## src/rtl/ras_pkg.sv

```systemverilog
package ras_pkg;
  localparam int unsigned CODE_W = 32;
  typedef enum logic [CODE_W-1:0] {
    RAS_ERR_NONE  = 32'd0,
    RAS_ERR_STACK = 32'd2
  } ras_err_e;
endpackage

```

## src/rtl/ras_ctrl.sv

```systemverilog
module ras_ctrl #(
  parameter int unsigned DEPTH = 8,
  localparam int unsigned PTR_W = $clog2(DEPTH + 1)
) (
  input  logic             clk_i,
  input  logic             rst_ni,
  input  logic             clear_i,
  input  logic             halted_i,
  input  logic             rd_en_i,
  input  logic             wr_en_i,
  output logic [PTR_W-1:0] depth_o,
  output logic [PTR_W-1:0] top_idx_o,
  output logic [PTR_W-1:0] wr_idx_o,
  output logic             wr_go_o,
  output logic             fault_o
);
  logic [PTR_W-1:0] depth_q, depth_d;
  logic is_empty, is_full, under, over, active;

  assign is_empty  = (depth_q == '0);
  assign is_full   = (depth_q == PTR_W'(DEPTH));
  assign under     = rd_en_i & is_empty;
  assign over      = wr_en_i & ~rd_en_i & is_full;
  assign active    = ~clear_i & ~halted_i;
  assign fault_o   = active & (under | over);
  assign top_idx_o = depth_q - 1'b1;

  always_comb begin
    depth_d  = depth_q;
    wr_go_o  = 1'b0;
    wr_idx_o = depth_q;
    if (clear_i) begin
      depth_d = '0;
    end else if (active && !fault_o) begin
      unique case ({rd_en_i, wr_en_i})
        2'b10: depth_d = depth_q - 1'b1;
        2'b01: begin
          depth_d = depth_q + 1'b1;
          wr_go_o = 1'b1;
        end
        2'b11: begin
          wr_idx_o = top_idx_o;
          wr_go_o  = 1'b1;
        end
        default: depth_d = depth_q;
      endcase
    end
  end

  always_ff @(posedge clk_i or negedge rst_ni) begin
    if (!rst_ni) depth_q <= '0;
    else         depth_q <= depth_d;
  end

  assign depth_o = depth_q;
endmodule

```

## src/rtl/ras_store.sv

```systemverilog
module ras_store #(
  parameter int unsigned DEPTH = 8,
  parameter int unsigned WIDTH = 32,
  localparam int unsigned PTR_W = $clog2(DEPTH + 1),
  localparam int unsigned IDX_W = (DEPTH > 1) ? $clog2(DEPTH) : 1
) (
  input  logic             clk_i,
  input  logic             rst_ni,
  input  logic             wr_go_i,
  input  logic [PTR_W-1:0] wr_idx_i,
  input  logic [WIDTH-1:0] wr_data_i,
  input  logic [PTR_W-1:0] rd_idx_i,
  output logic [WIDTH-1:0] rd_data_o
);
  logic [WIDTH-1:0] slot [DEPTH];

  for (genvar g = 0; g < DEPTH; g++) begin : g_slot
    always_ff @(posedge clk_i or negedge rst_ni) begin
      if (!rst_ni)                                 slot[g] <= '0;
      else if (wr_go_i && wr_idx_i == PTR_W'(g))   slot[g] <= wr_data_i;
    end
  end

  assign rd_data_o = slot[rd_idx_i[IDX_W-1:0]];
endmodule

```

## src/rtl/ret_addr_stack.sv

```systemverilog
module ret_addr_stack #(
  parameter int unsigned DEPTH = 8,
  parameter int unsigned WIDTH = 32
) (
  input  logic             clk_i,
  input  logic             rst_ni,
  input  logic             clear_i,
  input  logic             rd_en_i,
  input  logic             wr_en_i,
  input  logic [WIDTH-1:0] wr_data_i,
  output logic [WIDTH-1:0] rd_data_o,
  output logic             full_o,
  output logic             empty_o,
  output logic             err_o,
  output logic [31:0]      err_code_o
);
  import ras_pkg::*;
  localparam int unsigned PTR_W = $clog2(DEPTH + 1);

  logic [PTR_W-1:0] depth, top_idx, wr_idx;
  logic             wr_go, fault, err_q;
  logic [WIDTH-1:0] top_val;
  ras_err_e         code_q;

  ras_ctrl #(.DEPTH(DEPTH)) u_ctrl (
    .clk_i(clk_i), .rst_ni(rst_ni), .clear_i(clear_i),
    .halted_i(code_q != RAS_ERR_NONE),
    .rd_en_i(rd_en_i), .wr_en_i(wr_en_i),
    .depth_o(depth), .top_idx_o(top_idx), .wr_idx_o(wr_idx),
    .wr_go_o(wr_go), .fault_o(fault)
  );

  ras_store #(.DEPTH(DEPTH), .WIDTH(WIDTH)) u_store (
    .clk_i(clk_i), .rst_ni(rst_ni), .wr_go_i(wr_go), .wr_idx_i(wr_idx),
    .wr_data_i(wr_data_i), .rd_idx_i(top_idx), .rd_data_o(top_val)
  );

  always_ff @(posedge clk_i or negedge rst_ni) begin
    if (!rst_ni) begin
      code_q <= RAS_ERR_NONE;
      err_q  <= 1'b0;
    end else begin
      err_q <= fault;
      if (clear_i)    code_q <= RAS_ERR_NONE;
      else if (fault) code_q <= RAS_ERR_STACK;
    end
  end

  assign empty_o    = (depth == '0);
  assign full_o     = (depth == PTR_W'(DEPTH));
  assign rd_data_o  = empty_o ? '0 : top_val;
  assign err_o      = err_q;
  assign err_code_o = code_q;
endmodule

```

## config.mk

```make
export PLATFORM = sky130hd
export DESIGN_NAME = ret_addr_stack
export DESIGN_NICKNAME = d
export VERILOG_FILES = /design/src/rtl/ras_pkg.sv /design/src/rtl/ras_ctrl.sv /design/src/rtl/ras_store.sv /design/src/rtl/ret_addr_stack.sv
export SDC_FILE = /design/constraint.sdc
export NUM_CORES = 1
export LEC_CHECK = 0
export ABC_AREA = 1
export BUFFER_PORTS_ARGS = -buffer_cell sky130_fd_sc_hd__buf_4
export CELL_PAD_IN_SITES_DETAIL_PLACEMENT = 0
export CELL_PAD_IN_SITES_GLOBAL_PLACEMENT = 1
export CORE_ASPECT_RATIO = 1.75
export CORE_MARGIN = 4
export CORE_UTILIZATION = 46
export CTS_BUF_LIST = sky130_fd_sc_hd__clkbuf_2
export DETAILED_ROUTE_END_ITERATION = 16
export PLACE_DENSITY = 0.84
export REMOVE_ABC_BUFFERS = 1
export SLEW_MARGIN = 5
export SYNTH_ARGS = -nofsm -noshare
export SYNTH_HDL_FRONTEND = slang
export SYNTH_SLANG_ARGS = --single-unit
export TNS_END_PERCENT = 20
```

## constraint.sdc

```tcl
create_clock -name clk_i -period 3.44 [get_ports clk_i]
set_clock_uncertainty 0.2 [all_clocks]
set_input_delay 0 -clock clk_i [delete_from_list [all_inputs] [get_ports clk_i]]
set_output_delay 0 -clock clk_i [all_outputs]
set_load 0.01 [all_outputs]
```

---- After elaboration in Yosys (flattened, before gate mapping) ----
Cells that the tools add are included.
word-level totals
  input bits .............................. 37
  word-level logic and storage cells ...... 68
  flip-flop bits (word level) ............. 293
cells by class
  reduce and logical (&&, ||, !) cells .... 18
  bitwise gates (word level) .............. 10
  muxes and demuxes ....................... 15
  equal/unequal tests ..................... 11
  $lt $le $gt $ge ......................... 1
  add/sub/neg operators ................... 2
operators with widths
  cell                 count
  $mux 32              5
  $bmux 32 s3          1
  $reduce_bool 32->1   1
  $mux 4               5
  $eq 4x3->1 const B   4
  $logic_and 1x1->1    9
  $eq 4x2->1 const B   2
  $logic_not 4->1      2
  $pmux 4 s2           1
  $and 1x1->1          5
  $add 4x1->4 const B  1
  $eq 2x2->1 const B   2
  $eq 4x1->1 const B   1
  $eq 4x4->1 const B   1
  $ge 4x4->1 const B   1
  $not 3->4            1
  $reduce_bool 2->1    2
  $sub 4x1->4 const B  1
  $mux 1               3
  $not 1->1            3
  $reduce_bool 3->1    1
  $eq 2x1->1 const B   1
  $reduce_and 2->1     1
  $reduce_or 2->1      1
  2 further kinds      2

---- Longest topological paths before layout ----
  depth after elaboration ................. 11
  depth in mapped cells ................... 17
  depth with buffers taken out ............ 13

---- By module ----
Synthesis repeated with hierarchy kept, for this count alone.
unflattened totals
  cells, all modules ...................... 1914
  area, all modules ....................... 13832.0 µm²
by module, submodules not included
  module          times used  seq. area each (µm²)  area each (µm²)  cells each
  ras_store       1           6406.1                12518.3          1720
  ret_addr_stack  1           50.0                  753.2            111
  ras_ctrl        1           100.1                 560.5            83

---- Worst setup path after synthesis ----
OpenSTA, ideal clock, no wires.
  path type ............................... register -> register
  from .................................... register u_ctrl.depth_q[0] (netlist: u_ctrl.depth_o[0])
  to ...................................... register u_store.slot[192] (netlist name)
  stages on the path, launching flop included .. 18
  setup time .............................. 0.117 ns
  arrival time ............................ 2.580 ns
  setup slack ............................. 0.543 ns
  cell sequence ........................... dfrtp_1 clkbuf_1 inv_2 clkbuf_1 clkbuf_1 ha_1 nand3_2 inv_2 nand2_1 nand3_2 nand2_1 nand2_1 inv_1 nor2_4 nand2_1 buf_2 nand2_1 nand2_1
on the way
  word-level cells in the longest chain between the ends .. 10
  elaborated cells between the ends (all ways) .. 16
  those cells by class .................... 1 x add/sub; 2 x eq/ne; 5 x mux; 4 x bitwise; 4 x reduce/logical
RTL lines
  what                           line                  RTL
  start, declared                ras_ctrl.sv:17        logic [PTR_W-1:0] depth_q, depth_d;
  start signal, assigned         ras_ctrl.sv:52        else depth_q <= depth_d;
  $eq 4x4->1 *                   --
  via full_o                     ret_addr_stack.sv:12  output logic full_o,
  $and 1x1->1 *                  ras_ctrl.sv:23        assign over = wr_en_i & ~rd_en_i & is_full;
  $or 1x1->1 *                   ras_ctrl.sv:25        assign fault_o = active & (under | over);
  $and 1x1->1 *                  ras_ctrl.sv:25
  $logic_not 1->1 *              ras_ctrl.sv:34        end else if (active && !fault_o) begin
  $logic_and 1x1->1 *            ras_ctrl.sv:34
  $mux 4                         ras_ctrl.sv:34
  $mux 4                         ras_ctrl.sv:32        if (clear_i) begin
  $eq 4x1->1                     ras_store.sv:20       else if (wr_go_i && wr_idx_i == PTR_W'(g)) slot[g] <= wr_data_i;
  $logic_and 1x1->1 *            ras_store.sv:20
  end signal, assigned by index  ras_store.sv:20
  end, declared                  ras_store.sv:15       logic [WIDTH-1:0] slot [DEPTH];
The timed path passes the listed nets; every way through them passes the cells marked *.
A chain may end at the register's enable or synchronous reset.

---- Final worst setup path ----
  from .................................... register u_ctrl.depth_q[1] (netlist: u_ctrl.depth_o[1])
  to ...................................... output rd_data_o[22]
on the way
  word-level cells in the longest chain between the ends .. 6
  elaborated cells between the ends (all ways) .. 7
  those cells by class .................... 1 x add/sub; 4 x mux; 1 x bitwise; 1 x reduce/logical
RTL lines
  what                                         line                  RTL
  $sub 4x1->4                                  ras_ctrl.sv:26        assign top_idx_o = depth_q - 1'b1;
  $not 3->4 (not written as such)              ras_store.sv:24       assign rd_data_o = slot[rd_idx_i[IDX_W-1:0]];
  $bmux 32 s3                                  ras_store.sv:24
  $mux 32 (not written as such) (2 in series)  ras_store.sv:24
  $mux 32 *                                    ret_addr_stack.sv:51  assign rd_data_o = empty_o ? '0 : top_val;
  end, declared                                ret_addr_stack.sv:11  output logic [WIDTH-1:0] rd_data_o,
Every way passes the cells marked *; elsewhere a longest branch is shown, timed or not. The select of a mux whose other input is x is not followed.

==> metrics.md <==
| Metric | Value |
|---|---|
| Register area share after synthesis | `0.485` |
| Largest net degree at the start of global routing | `110` |
| Via count | `12400` |
| Vias in the first global route | `12600` |
| First-pass GRT wire length | `65900 µm` |
| Worst slack at placement | `462 ps` |
| DRT antenna net count | `0` |
| PortBufs | `72` |
| Core footprint | `28800 µm²` |
| Num CTS Buffers | `66` |
| WL final | `40500 µm` |
| Wire per inst | `17.8 µm` |
| Dominant cells by area after synthesis | `dfrtp_1 (48%), nand2_1 (15%), nand3_1 (9.7%)` |
| I/O pin count | `104` |
| Setup TNS | `0 ps` |
| GP Congestion | `0.836` |
| # nets final | `1906` |
| Clk sinks | `262` |
| Num rows | `82` |
| WS Path Type | `reg -> out` |
| Layout cells sized above 1 | `0.119` |
| #FFs+latches synth | `262` |
| Starting Density | `0.469` |
| Worst-Skew Late Latency | `910 ps` |
| Synth area leader | `dfrtp_1` |
| Fin crit period | `3300 ps` |
| CP Max Fanout | `66` |
| Leak Pwr | `0.00798 µW` |
| Status | `complete, no violations` |
| Synth cell types | `25` |
| Synthesized area | `13500 µm²` |
| Via/cell ratio | `5.46` |
| Area Overhead vs Synth | `12.3%` |
| Hold Violations, Final | `0` |
| Worst Slack Setup Final | `145 ps` |
| Yosys warning count | `0` |
| Reg2Reg Depth | `12` |
| Depth of the CTS H-tree | `3` |
| CP endpoint kind | `primary output` |
| Slew @ Worst Pin | `716 ps` |
| Drt pass-1 iters | `5` |
| Syn Inst Count | `1778` |
| CTS clk-pin slew, worst paths | `90 ps` |
| Total global-route track usage | `0.256` |
| DRC Markers | `0` |
| Die area | `32300 µm²` |
| Tot Pwr | `11200 µW` |
| Max rail drop VDD | `0.294 mV` |
| Worst hold path cell count | `9` |
| Root Driver | `clkbuf_2` |
| Pwr Density | `738 nW/µm²` |
| Headroom to the max-slew limit | `0.522` |
| Slew Limit Fails | `0` |
| Max Cap Violations | `0` |
| Worst Hold Class | `in -> reg` |
| CTS tree | `yes` |
| Final period util | `0.958` |
| Syn avg cell area | `7.61 µm²` |
| Req. time, crit path | `3240 ps` |
| Top-area cell type share of the netlist area | `0.485` |
| Endpoints failing setup | `0` |
| DR iter-0 viols | `1006` |
| Detail Placement HPWL | `21700 µm` |
| Worst setup SP type | `register` |
| Worst Path Arrival | `3100 ps` |
| RSZ-0062 raised after global routing | `false` |
| Fmax | `0.303 GHz` |
| Initial antenna violation count | `2` |
| Chip width | `138 µm` |
| Clock buffer depth | `3` |
| Die height | `235 µm` |
| Overflow after GRT | `0` |
==> power breakdown <==
group / switching [µW] / internal [µW]
Clock: 1250 / 682
Sequential: 703 / 4390
Combinational: 2650 / 1530
Total: 4600 / 6600
==> metrics by stage <==
stage	instance area, µm²	std cells	utilization	hold WS, ps
2_1_floorplan	12400	1611	-	-496
3_3_place_gp	13900	2100	0.482	-143
3_5_place_dp	13900	2100	0.482	-151
4_1_cts	15200	2274	0.526	194
5_1_grt	15200	2275	0.527	199
6_report	15200	2276	0.527	201
==> layer usage <==
metal | vias to the layer above | global-route usage | share of wire
met2 | 436 | 0.438 | 0.51
met4 | 0 | 0.100 | 0.024
li1 | 5880 | - | -
met3 | 65 | 0.0447 | 0.062
met5 | - | 0 | 0
met1 | 6036 | 0.318 | 0.40
==> cells in the mapped netlist <==
master / count
a21oi_1: 1
buf_1: 5
buf_2: 62
buf_4: 54
buf_6: 27
clkbuf_1: 49
conb_1: 1
dfrtp_1: 262
ha_1: 3
inv_1: 12
inv_2: 4
nand2_1: 552
nand2_2: 1
nand3_1: 262
nand3_2: 4
nor2_1: 269
nor2_2: 3
nor2_4: 2
nor3_1: 32
o211ai_1: 1
o21ai_0: 136
o21ai_1: 1
o32ai_1: 32
or2_2: 1
xnor2_1: 2
==> cells in the final DEF (no fill, tap or decap), drive strengths merged, types with 2 or more instances in the layout <==
master	count
nor2	274
o32ai	32
clkinv	5
buf	111
conb	31
ha	3
nand3	266
dfrtp	262
o21ai	137
clkbuf	91
diode	3
nor3	32
xnor2	2
nand2	553
dlygate4sd3	75
inv	18
==> path summary, 6_finish.rpt <==
| kind | start | endpoint | slack, ps |
|---|---|---|---|
| max in group asynchronous | rst_ni | u_store.slot[33] | 1670 |
| min in group asynchronous | rst_ni | u_store.slot[56] | 600 |
| hold / removal | wr_en_i | u_store.slot[86] | 200 |
| setup reg to reg | u_ctrl.depth_o[1] | u_store.slot[89] | 380 |
| hold reg to reg | u_store.slot[75] | u_store.slot[75] | 270 |
| setup / recovery | u_ctrl.depth_o[1] | rd_data_o[22] | 140 |
==> cells by family after synthesis <==
| family | synth area share |
|---|---|
| adder cells (fa/ha/maj) | 0.00278 |
| AO/OA/AOI/OAI | 0.0724 |
| flip-flops | 0.485 |
| XOR/XNOR | 0.00130 |
| AND/OR/NAND/NOR | 0.344 |
| buffers and inverters | 0.0948 |
| other | 0.000277 |
==> flip-flops by register name, summed over array words and instances (netlist names) <==
name            cells
err_o               1
err_code_o          1
u_ctrl.depth_o      4
u_store.slot      256
==> area by class of cell <==
class | instances | area, µm²
Fill cell | 2828 | 13600
Antenna cell | 3 | 7.51
Tap cell | 378 | 473
Sequential cell | 262 | 6560
Multi-Input combinational cell | 1333 | 5840
Clock buffer | 90 | 450
Inverter | 16 | 62.6
Timing Repair Buffer | 187 | 1770
Clock inverter | 7 | 27.5
==> worst max-delay path: stages (launching register included) <==
cell     delay [ps]
dfrtp_1         410
inv_1           120
ha_4            310
buf_6           430
o21ai_0         170
o21ai_0         220
nor2_1           60
nor2_1          240
buf_4           180
==> repair_timing <==
item / CTS / global route
resized for setup: 5 / 4
setup buffers: 0 / 0
endpoints found under the hold margin: 524 / 0
hold buffers: 77 / 0
endpoints found under the setup margin: 21 / 90
cloned: 0 / 0
No activity file was read; power rests on OpenSTA's default activity.
